[src/rtl/cfg_rx_pkg.sv]
package cfg_rx_pkg;
  localparam int WORD_W   = 48;
  localparam int NBYTES   = WORD_W / 8;
  localparam int PAY_LSB  = 12;
  localparam int PAY_W    = 28;
  localparam int CODE_LSB = 8;
  localparam int CODE_W   = 4;
  localparam int NCAT     = 4;
  localparam int CNT_W    = $clog2(WORD_W + 2);
  localparam logic [7:0] ADDR_KEY = 8'h81;
  // category codes, index 0 mode, 1 shutter, 2 phase, 3 system
  localparam logic [NCAT-1:0][CODE_W-1:0] CAT_CODES = {4'h4, 4'h3, 4'h2, 4'h0};
  localparam int IDX_SYS       = 3;
  localparam int SYS_CHKEN_BIT = 5;
  localparam int SYS_STSEL_BIT = 6;
endpackage

[src/rtl/cfg_rx_sync.sv]
module cfg_rx_sync #(
  parameter int N      = 3,
  parameter int STAGES = 2
) (
  input  logic         clk,
  input  logic         rst_n,
  input  logic [N-1:0] raw_i,
  output logic [N-1:0] lvl_o,
  output logic [N-1:0] rise_o,
  output logic [N-1:0] fall_o
);
  logic [STAGES-1:0][N-1:0] pipe;
  logic [N-1:0]             prev;

  always_ff @(posedge clk or negedge rst_n) begin
    if (!rst_n) begin
      pipe <= '0;
      prev <= '0;
    end else begin
      pipe[0] <= raw_i;
      for (int s = 1; s < STAGES; s++) pipe[s] <= pipe[s-1];
      prev <= pipe[STAGES-1];
    end
  end

  assign lvl_o  = pipe[STAGES-1];
  assign rise_o = pipe[STAGES-1] & ~prev;
  assign fall_o = ~pipe[STAGES-1] & prev;
endmodule

[src/rtl/cfg_rx_shifter.sv]
module cfg_rx_shifter
  import cfg_rx_pkg::*;
(
  input  logic              clk,
  input  logic              rst_n,
  input  logic              bit_rise_i,
  input  logic              din_i,
  input  logic              frame_clr_i,
  output logic [WORD_W-1:0] word_o,
  output logic [CNT_W-1:0]  cnt_o
);
  localparam logic [CNT_W-1:0] CNT_MAX = '1;

  always_ff @(posedge clk or negedge rst_n) begin
    if (!rst_n) begin
      word_o <= '0;
      cnt_o  <= '0;
    end else if (frame_clr_i) begin
      cnt_o <= '0;
    end else if (bit_rise_i) begin
      word_o <= {din_i, word_o[WORD_W-1:1]};
      if (cnt_o != CNT_MAX) cnt_o <= cnt_o + 1'b1;
    end
  end
endmodule

[src/rtl/cfg_rx_judge.sv]
module cfg_rx_judge
  import cfg_rx_pkg::*;
(
  input  logic [WORD_W-1:0] word_i,
  input  logic [CNT_W-1:0]  cnt_i,
  input  logic              chk_en_i,
  output logic              accept_o,
  output logic [NCAT-1:0]   wr_sel_o
);
  logic [7:0]        sum;
  logic [NCAT-1:0]   cat_sel;
  logic              len_ok, addr_ok, sum_ok;
  logic [CODE_W-1:0] code;

  assign code = word_i[CODE_LSB +: CODE_W];

  always_comb begin
    sum = '0;
    for (int b = 0; b < NBYTES; b++) sum = sum + word_i[b*8 +: 8];
  end

  for (genvar i = 0; i < NCAT; i++) begin : g_dec
    assign cat_sel[i] = (code == CAT_CODES[i]);
  end

  assign len_ok   = (cnt_i == CNT_W'(WORD_W));
  assign addr_ok  = (word_i[7:0] == ADDR_KEY);
  assign sum_ok   = !chk_en_i || (sum == 8'd0);
  assign accept_o = len_ok && addr_ok && (|cat_sel) && sum_ok;
  assign wr_sel_o = accept_o ? cat_sel : '0;
endmodule

[src/rtl/cfg_rx_banks.sv]
module cfg_rx_banks
  import cfg_rx_pkg::*;
(
  input  logic                       clk,
  input  logic                       rst_n,
  input  logic [NCAT-1:0]            wr_i,
  input  logic [PAY_W-1:0]           pay_i,
  output logic [NCAT-1:0][PAY_W-1:0] bank_o,
  output logic [NCAT-1:0]            load_o
);
  for (genvar i = 0; i < NCAT; i++) begin : g_bank
    always_ff @(posedge clk or negedge rst_n) begin
      if (!rst_n) begin
        bank_o[i] <= '0;
        load_o[i] <= 1'b0;
      end else begin
        load_o[i] <= wr_i[i];
        if (wr_i[i]) bank_o[i] <= pay_i;
      end
    end
  end
endmodule

[src/rtl/cfg_serial_rx.sv]
module cfg_serial_rx
  import cfg_rx_pkg::*;
#(
  parameter int SYNC_STAGES = 2
) (
  input  logic             clk,
  input  logic             rst_n,
  input  logic             ser_strobe_i,
  input  logic             ser_clk_i,
  input  logic             ser_data_i,
  output logic [PAY_W-1:0] mode_o,
  output logic [PAY_W-1:0] shutter_o,
  output logic [PAY_W-1:0] phase_o,
  output logic [PAY_W-1:0] system_o,
  output logic [NCAT-1:0]  load_o,
  output logic             status_o
);
  logic [2:0] lvl, rise, fall;
  logic       strb_rise, strb_fall, bit_rise, din;
  logic [WORD_W-1:0] word;
  logic [CNT_W-1:0]  bit_cnt;
  logic              accept;
  logic [NCAT-1:0]   wr_sel, wr_en;
  logic [NCAT-1:0][PAY_W-1:0] banks;
  logic              chk_en, st_sel;

  cfg_rx_sync #(.N(3), .STAGES(SYNC_STAGES)) u_sync (
    .clk(clk), .rst_n(rst_n),
    .raw_i({ser_data_i, ser_clk_i, ser_strobe_i}),
    .lvl_o(lvl), .rise_o(rise), .fall_o(fall)
  );

  assign strb_rise = rise[0];
  assign strb_fall = fall[0];
  assign bit_rise  = rise[1];
  assign din       = lvl[2];

  cfg_rx_shifter u_shift (
    .clk(clk), .rst_n(rst_n), .bit_rise_i(bit_rise), .din_i(din),
    .frame_clr_i(strb_rise), .word_o(word), .cnt_o(bit_cnt)
  );

  assign chk_en = banks[IDX_SYS][SYS_CHKEN_BIT];
  assign st_sel = banks[IDX_SYS][SYS_STSEL_BIT];

  cfg_rx_judge u_judge (
    .word_i(word), .cnt_i(bit_cnt), .chk_en_i(chk_en),
    .accept_o(accept), .wr_sel_o(wr_sel)
  );

  assign wr_en = strb_rise ? wr_sel : '0;

  cfg_rx_banks u_banks (
    .clk(clk), .rst_n(rst_n), .wr_i(wr_en),
    .pay_i(word[PAY_LSB +: PAY_W]), .bank_o(banks), .load_o(load_o)
  );

  always_ff @(posedge clk or negedge rst_n) begin
    if (!rst_n)         status_o <= 1'b0;
    else if (!st_sel)   status_o <= 1'b0;
    else if (strb_rise) status_o <= accept;
    else if (strb_fall) status_o <= 1'b1;
  end

  assign mode_o    = banks[0];
  assign shutter_o = banks[1];
  assign phase_o   = banks[2];
  assign system_o  = banks[3];
endmodule

[config.mk]
export PLATFORM = sky130hd
export DESIGN_NAME = cfg_serial_rx
export DESIGN_NICKNAME = d
export VERILOG_FILES = /design/src/rtl/cfg_rx_pkg.sv /design/src/rtl/cfg_rx_sync.sv /design/src/rtl/cfg_rx_shifter.sv /design/src/rtl/cfg_rx_judge.sv /design/src/rtl/cfg_rx_banks.sv /design/src/rtl/cfg_serial_rx.sv
export SDC_FILE = /design/constraint.sdc
export NUM_CORES = 1
export LEC_CHECK = 0
export BUFFER_PORTS_ARGS = -buffer_cell sky130_fd_sc_hd__buf_2
export CORE_MARGIN = 5
export CORE_UTILIZATION = 40
export DETAILED_ROUTE_END_ITERATION = 8
export REMOVE_ABC_BUFFERS = 1
export SLEW_MARGIN = 15
export SYNTH_ARGS = -nofsm -noshare
export SYNTH_HDL_FRONTEND = slang
export SYNTH_SLANG_ARGS = --single-unit
[constraint.sdc]
create_clock -name clk -period 6.7 [get_ports clk]
set_input_delay 1.34 -clock clk [delete_from_list [all_inputs] [get_ports clk]]
set_output_delay 1.34 -clock clk [all_outputs]
set_load 0.02 [all_outputs]
== After elaboration in Yosys (flattened, before gate mapping) ==
Cells that the tools add are included.

* Register bits after elaboration: 179
* Input bits: 5
* Output and inout bits: 117

* Add/sub/neg operators: 6
* Equality and inequality tests: 7
* Muxes and demuxes: 8
* Bitwise logic cells: 5
* Reduce and logical (&&, ||, !) cells: 12

{| class="wikitable"
|+ Operator list
! cell !! number
|-
| $add 8x8->8 || 5
|-
| $mux 6 || 3
|-
| $eq 4x2->1 const B || 2
|-
| $eq 8x8->1 const B || 1
|-
| $logic_not 8->1 || 1
|-
| $mux 4 || 2
|-
| $add 6x1->6 const B || 1
|-
| $eq 6x6->1 const B || 1
|-
| $ne 6x6->1 const B || 1
|-
| $eq 4x3->1 const B || 1
|-
| $logic_not 4->1 || 1
|-
| $reduce_and 2->1 || 2
|-
| $reduce_bool 2->1 || 2
|-
| $reduce_or 4->1 || 1
|-
| $logic_and 1x1->1 || 3
|-
| $mux 1 || 3
|-
| $ne 3x3->1 const B || 1
|-
| $and 2x2->2 || 1
|-
| $not 1->1 || 2
|-
| $not 2->2 || 1
|-
| $and 1x1->1 || 1
|-
| $logic_not 1->1 || 1
|-
| $logic_or 1x1->1 || 1
|}

== Longest topological paths before layout ==
* Depth after elaboration: 10
* Mapped depth: 17
* Depth with buffers taken out: 15

== Cells and area by module ==
A second synthesis with hierarchy kept.

* Cells, all modules: 518
* Area, all modules: 8351.8 um^2

{| class="wikitable"
|+ By module, submodules not included
! module !! times used !! cells an instance !! area an instance (um^2) !! sequential area each (um^2)
|-
| cfg_rx_banks || 1 || 240 || 4669.5 || 2902.8
|-
| cfg_rx_shifter || 1 || 140 || 2257.2 || 1351.3
|-
| cfg_rx_judge || 1 || 113 || 1053.5 || 0.0
|-
| cfg_rx_sync || 1 || 18 || 300.3 || 225.2
|-
| cfg_serial_rx || 1 || 7 || 71.3 || 25.0
|}

== Least setup slack after synthesis ==
Ideal clock, no wire load.

* Path kind: reg-to-reg
* From: register u_shift.word_o[10]
* To: register u_banks.bank_o[10] (netlist name)
* Library setup time: 0.125 ns
* Arrival time: 4.629 ns
* Required time: 6.575 ns
* Slack: 1.946 ns
* Cell stages (with the launch flop): 13
* Buffers on the path: 1
* Period minus slack after synthesis: 4.754 ns
* Path through: dfrtp_1 -> fa_1 -> inv_1 -> fa_1 -> fa_1 -> inv_1 -> ha_1 -> fa_1 -> or4b_1 -> nor4_4 -> a41oi_4 -> buf_6 -> mux2_4

* Word-level cells in the longest chain between the ends: 10
* Elaborated cells on any way between the ends: 16

{| class="wikitable"
|+ Ends and longest elaborated chain
! element !! RTL line !! source
|-
| start, declared || cfg_rx_shifter.sv:9 || <nowiki>output logic [WORD_W-1:0] word_o,</nowiki>
|-
| start signal, assigned || cfg_rx_shifter.sv:21 || <nowiki>word_o <= {din_i, word_o[WORD_W-1:1]};</nowiki>
|-
| $add 8x8->8 (5 in a row) || cfg_rx_judge.sv:19 || <nowiki>for (int b = 0; b < NBYTES; b++) sum = sum + word_i[b*8 +: 8];</nowiki>
|-
| $logic_not 8->1 || cfg_rx_judge.sv:28 || <nowiki>assign sum_ok = !chk_en_i || (sum == 8'd0);</nowiki>
|-
| $logic_or 1x1->1 || cfg_rx_judge.sv:28 ||
|-
| $logic_and 1x1->1 || cfg_rx_judge.sv:29 || <nowiki>assign accept_o = len_ok && addr_ok && (|cat_sel) && sum_ok;</nowiki>
|-
| $mux 4 (*) || cfg_rx_judge.sv:30 || <nowiki>assign wr_sel_o = accept_o ? cat_sel : '0;</nowiki>
|-
| $mux 4 (*) || cfg_serial_rx.sv:51 || <nowiki>assign wr_en = strb_rise ? wr_sel : '0;</nowiki>
|-
| end signal, assigned by index || cfg_rx_banks.sv:18 || <nowiki>if (wr_i[i]) bank_o[i] <= pay_i;</nowiki>
|-
| end, declared || cfg_rx_banks.sv:8 || <nowiki>output logic [NCAT-1:0][PAY_W-1:0] bank_o,</nowiki>
|}

Every way passes the cells marked *; elsewhere a longest branch is shown, timed or not.
A chain may end at the register's enable or synchronous reset.

== Worst setup path in the final report ==
* From: register u_shift.word_o[11]
* To: register u_banks.bank_o[96] (netlist name)

Same word-level chain as after synthesis.

==> results.txt <==
Post-Route Utilization: 0.477
Inserted Clock Buffers: 17
Fin. Hold Viols: 0
Peak VDD IR: 0.214 mV
Fill count: 1,889
Relative slew margins: 0.250
Multi-input gate area: 3800 sq um
Via count: 5,390
DIE AREA: 24,600 sq um
Post-synthesis instance total: 647
Switching Fraction: 0.296
Largest net degree at the start of global routing: 80
Register area: 4480 sq um
Die Span Y: 157 um
Total of max-cap violations: 0
Yosys warnings: 0
Final #Nets: 800
CTS tree: built
Layout overhead on the synthesized area: 16.8%
Postcts setup bufs: 0
Routability cong.: 0.778
Wirelength, routed: 19,100 um
Register bit total from synthesis: 179
Mapped Area: 8630 sq um
Die width: 157 um
Share of layout cells above drive strength 1: 0.343
Grt met3 use: 0.0454
Fmax: 0.180 GHz
Clock Pin Slew Worst Setup and Hold Paths: 0.06 ns
DRC: 0
Slew Viols, Final: 0
Hold WC Path Type: reg2reg
Post-CTS sizing: 0
Combinational share of power: 0.183
Grt ovf: 0
I/O pin cnt: 122
GRT Total Usage: 0.166
WS Path Type: reg2reg
Post-Syn Area per Cell: 13.3 sq um
Highest-delay cell along the critical path: and2_1
Seq/Total Area, Yosys: 0.519
PwrDens: 269 nW/um^2
Routed Antenna Nets: 0
Post-DP HPWL: 13,100 um
Status: complete, no violations
Clk Latency, worst-skew pair: 0.44 ns
Slowest stage delay, CP: 0.71 ns
Initial antenna violation count: 0
First-pass GRT wire length: 32,100 um
Core Rows: 53
Clk Tree Root Cell: clkbuf_16
RSZ-0062 raised after global routing: no
Final setup fails: 0
DRT Pass-1 Iters: 4
Cell repeated most along the worst path: fa_1
Effective utilization at floorplan: 0.408
CTS HTree Levels: 4
Final Skew: 0.0134 ns
Vias per cell: 5.16
DRT iter0 DRCs: 248
Critical path peak fanout: 18
Worst Path Required: 7.00 ns
Final Power: 2.71 mW
Critical-path cell list: fa_1, inv_1, fa_1, fa_1, inv_1, ha_1, a211oi_1, o21bai_1, a21oi_1, xor2_4, buf_4, and2_1, buf_4, o211ai_1
Met1 usage: 0.217
Hold_buf cts: 0
Worst-Margin Slew: 1.13 ns
Clk buf depth: 2
WL/cell: 18.3 um
Buffers on Ports: 121
Final worst path period need: 5.55 ns
Gr busiest metal: met2
DP Cell Count: 1,015
Finished Layout Cells: 1,045
Clock Power Share: 0.379
Int Pwr: 1.91 mW
Sequential share of power: 0.437
Vias in the first global route: 5,922
Met2 Usage GRT: 0.268
Synth cell types: 47
Final worst path period share: 0.828
CP startpoint kind: flip-flop
Ant. Diodes: 0
Leak: 5.16 nW
Crit path arrival time: 5.85 ns
Placeable Area: 21,200 sq um
Setup_tns: 0 ns
Sw power: 0.801 mW
Crit path capture type: flip-flop
Clk sinks: 179
## flip-flops by register name, summed over array words and instances, names as in the netlist
name            count
u_banks.bank_o    112
u_shift.word_o     48
u_shift.cnt_o       6
u_banks.load_o      4
u_sync.lvl_o        3
u_sync.pipe         3
u_sync.prev         2
status_o            1
## layout make-up
cell class | instances | share of cell area
flip-flops and latches | 179 | 0.444
multi-input cells | 387 | 0.377
repair buffers | 132 | 0.0691
clock buffers | 19 | 0.0449
well taps | 275 | 0.0341
inverters | 42 | 0.0156
clock inverters | 11 | 0.0153
## cell families (layout without fill, tap and decap cells)
kind of cell / Yosys count / in the layout / share of synthesized area
AOI/OAI and AO/OA: 51 / 51 / 0.0481
xor gates and xnor gates: 17 / 17 / 0.0228
adders and majority gates: 36 / 36 / 0.0757
buffers and inverters: 81 / 204 / 0.0422
DFF: 179 / 179 / 0.519
muxes: 156 / 156 / 0.208
and+or+nand+nor: 127 / 127 / 0.0839
## power groups by stage
stage,Sequential (mW),Clock [mW],Combinational [mW]
6_report,1.18,1.03,0.496
5_1_grt,1.19,1.10,0.561
4_1_cts,1.19,1.05,0.506
3_5_place_dp,1.21,0,0.503
3_3_place_gp,1.20,0,0.486
2_1_floorplan,1.18,0,0.349
## layout by cell type, fill, tap and decap left out, types with 2 or more instances in the layout
master / n
mux2i_1: 27
nand2b_1: 2
inv_6: 2
a211oi_1: 5
mux2_1: 40
and2b_1: 2
bufinv_16: 3
mux2_2: 69
xnor2_2: 2
buf_4: 11
mux2_4: 20
a21oi_1: 5
inv_1: 42
ha_1: 9
nor4_4: 2
and3_1: 2
o211ai_1: 27
o21ai_0: 6
nor2_1: 13
a32oi_4: 2
nor2b_1: 28
nand2_1: 35
buf_2: 120
clkinv_4: 3
dfrtp_1: 178
clkinvlp_4: 2
nand4_1: 31
xnor2_1: 9
clkbuf_8: 3
clkbuf_16: 17
a21o_1: 2
fa_1: 27
xor2_1: 4
## per-stage QoR
stage	hold slack, ns	setup WS (ns)	instance area (sq um)
floorplan	0.331	0.925	8420
global placement	0.339	1.32	9480
detailed placement	0.338	1.13	9480
CTS	0.354	1.12	10100
global route	0.361	0.852	10100
finish	0.352	1.15	10100
## cell usage after synthesis (all sizes together)
master	n	area share
nand2b	2	0.0014
nor4bb	1	0.0012
clkbuf	22	0.0096
nand4	31	0.022
and4	1	0.0010
inv	42	0.018
xor2	5	0.0072
buf	17	0.014
or2	1	0.00073
a21oi	5	0.0029
ha	9	0.013
o211ai	27	0.023
nand3	1	0.00058
and3	2	0.0014
nor4	3	0.0057
nand2	35	0.015
xnor2	11	0.013
nor4b	1	0.0010
nor2b	28	0.020
and2	1	0.00073
or4b	1	0.0012
dfrtp	179	0.52
o21ai	6	0.0035
xnor3	1	0.0026
a41oi	1	0.0032
a21o	2	0.0017
or4	1	0.00087
mux2	129	0.18
and2b	2	0.0017
o21bai	1	0.00087
a22o	1	0.0010
a211oi	5	0.0043
mux2i	27	0.031
nor2	14	0.0061
fa	27	0.063
a32oi	2	0.0064
a31oi	1	0.00073
nor3b	2	0.0023
## worst max-delay path: cells and delay by family (launching register included)
family	cells	cell delay [ns]
XOR/XNOR	1	0.60
adder cells (fa/ha/maj)	4	1.91
AO/OA/AOI/OAI	4	0.89
buffers and inverters	4	0.85
AND/OR/NAND/NOR	1	0.71
flip-flops	1	0.46
## routing by layer
layer,up-vias,share of wire
li1,2476,-
met1,2764,0.45
met2,123,0.49
met3,27,0.048
met4,0,0.019
met5,-,0
## worst paths after layout
kind,startpoint,end,slack [ns],cells past startpoint
max,u_shift.word_o[11],u_banks.bank_o[96],1.15,14
min,u_sync.pipe[0],u_sync.lvl_o[0],0.35,0
max reg2reg,u_shift.word_o[11],u_banks.bank_o[96],1.15,14
min reg2reg,u_sync.pipe[0],u_sync.lvl_o[0],0.35,0
max in group asynchronous,rst_n,u_banks.bank_o[89],4.69,2
min in group asynchronous,rst_n,u_banks.bank_o[79],0.76,1
(Power assumes the default switching activity.)
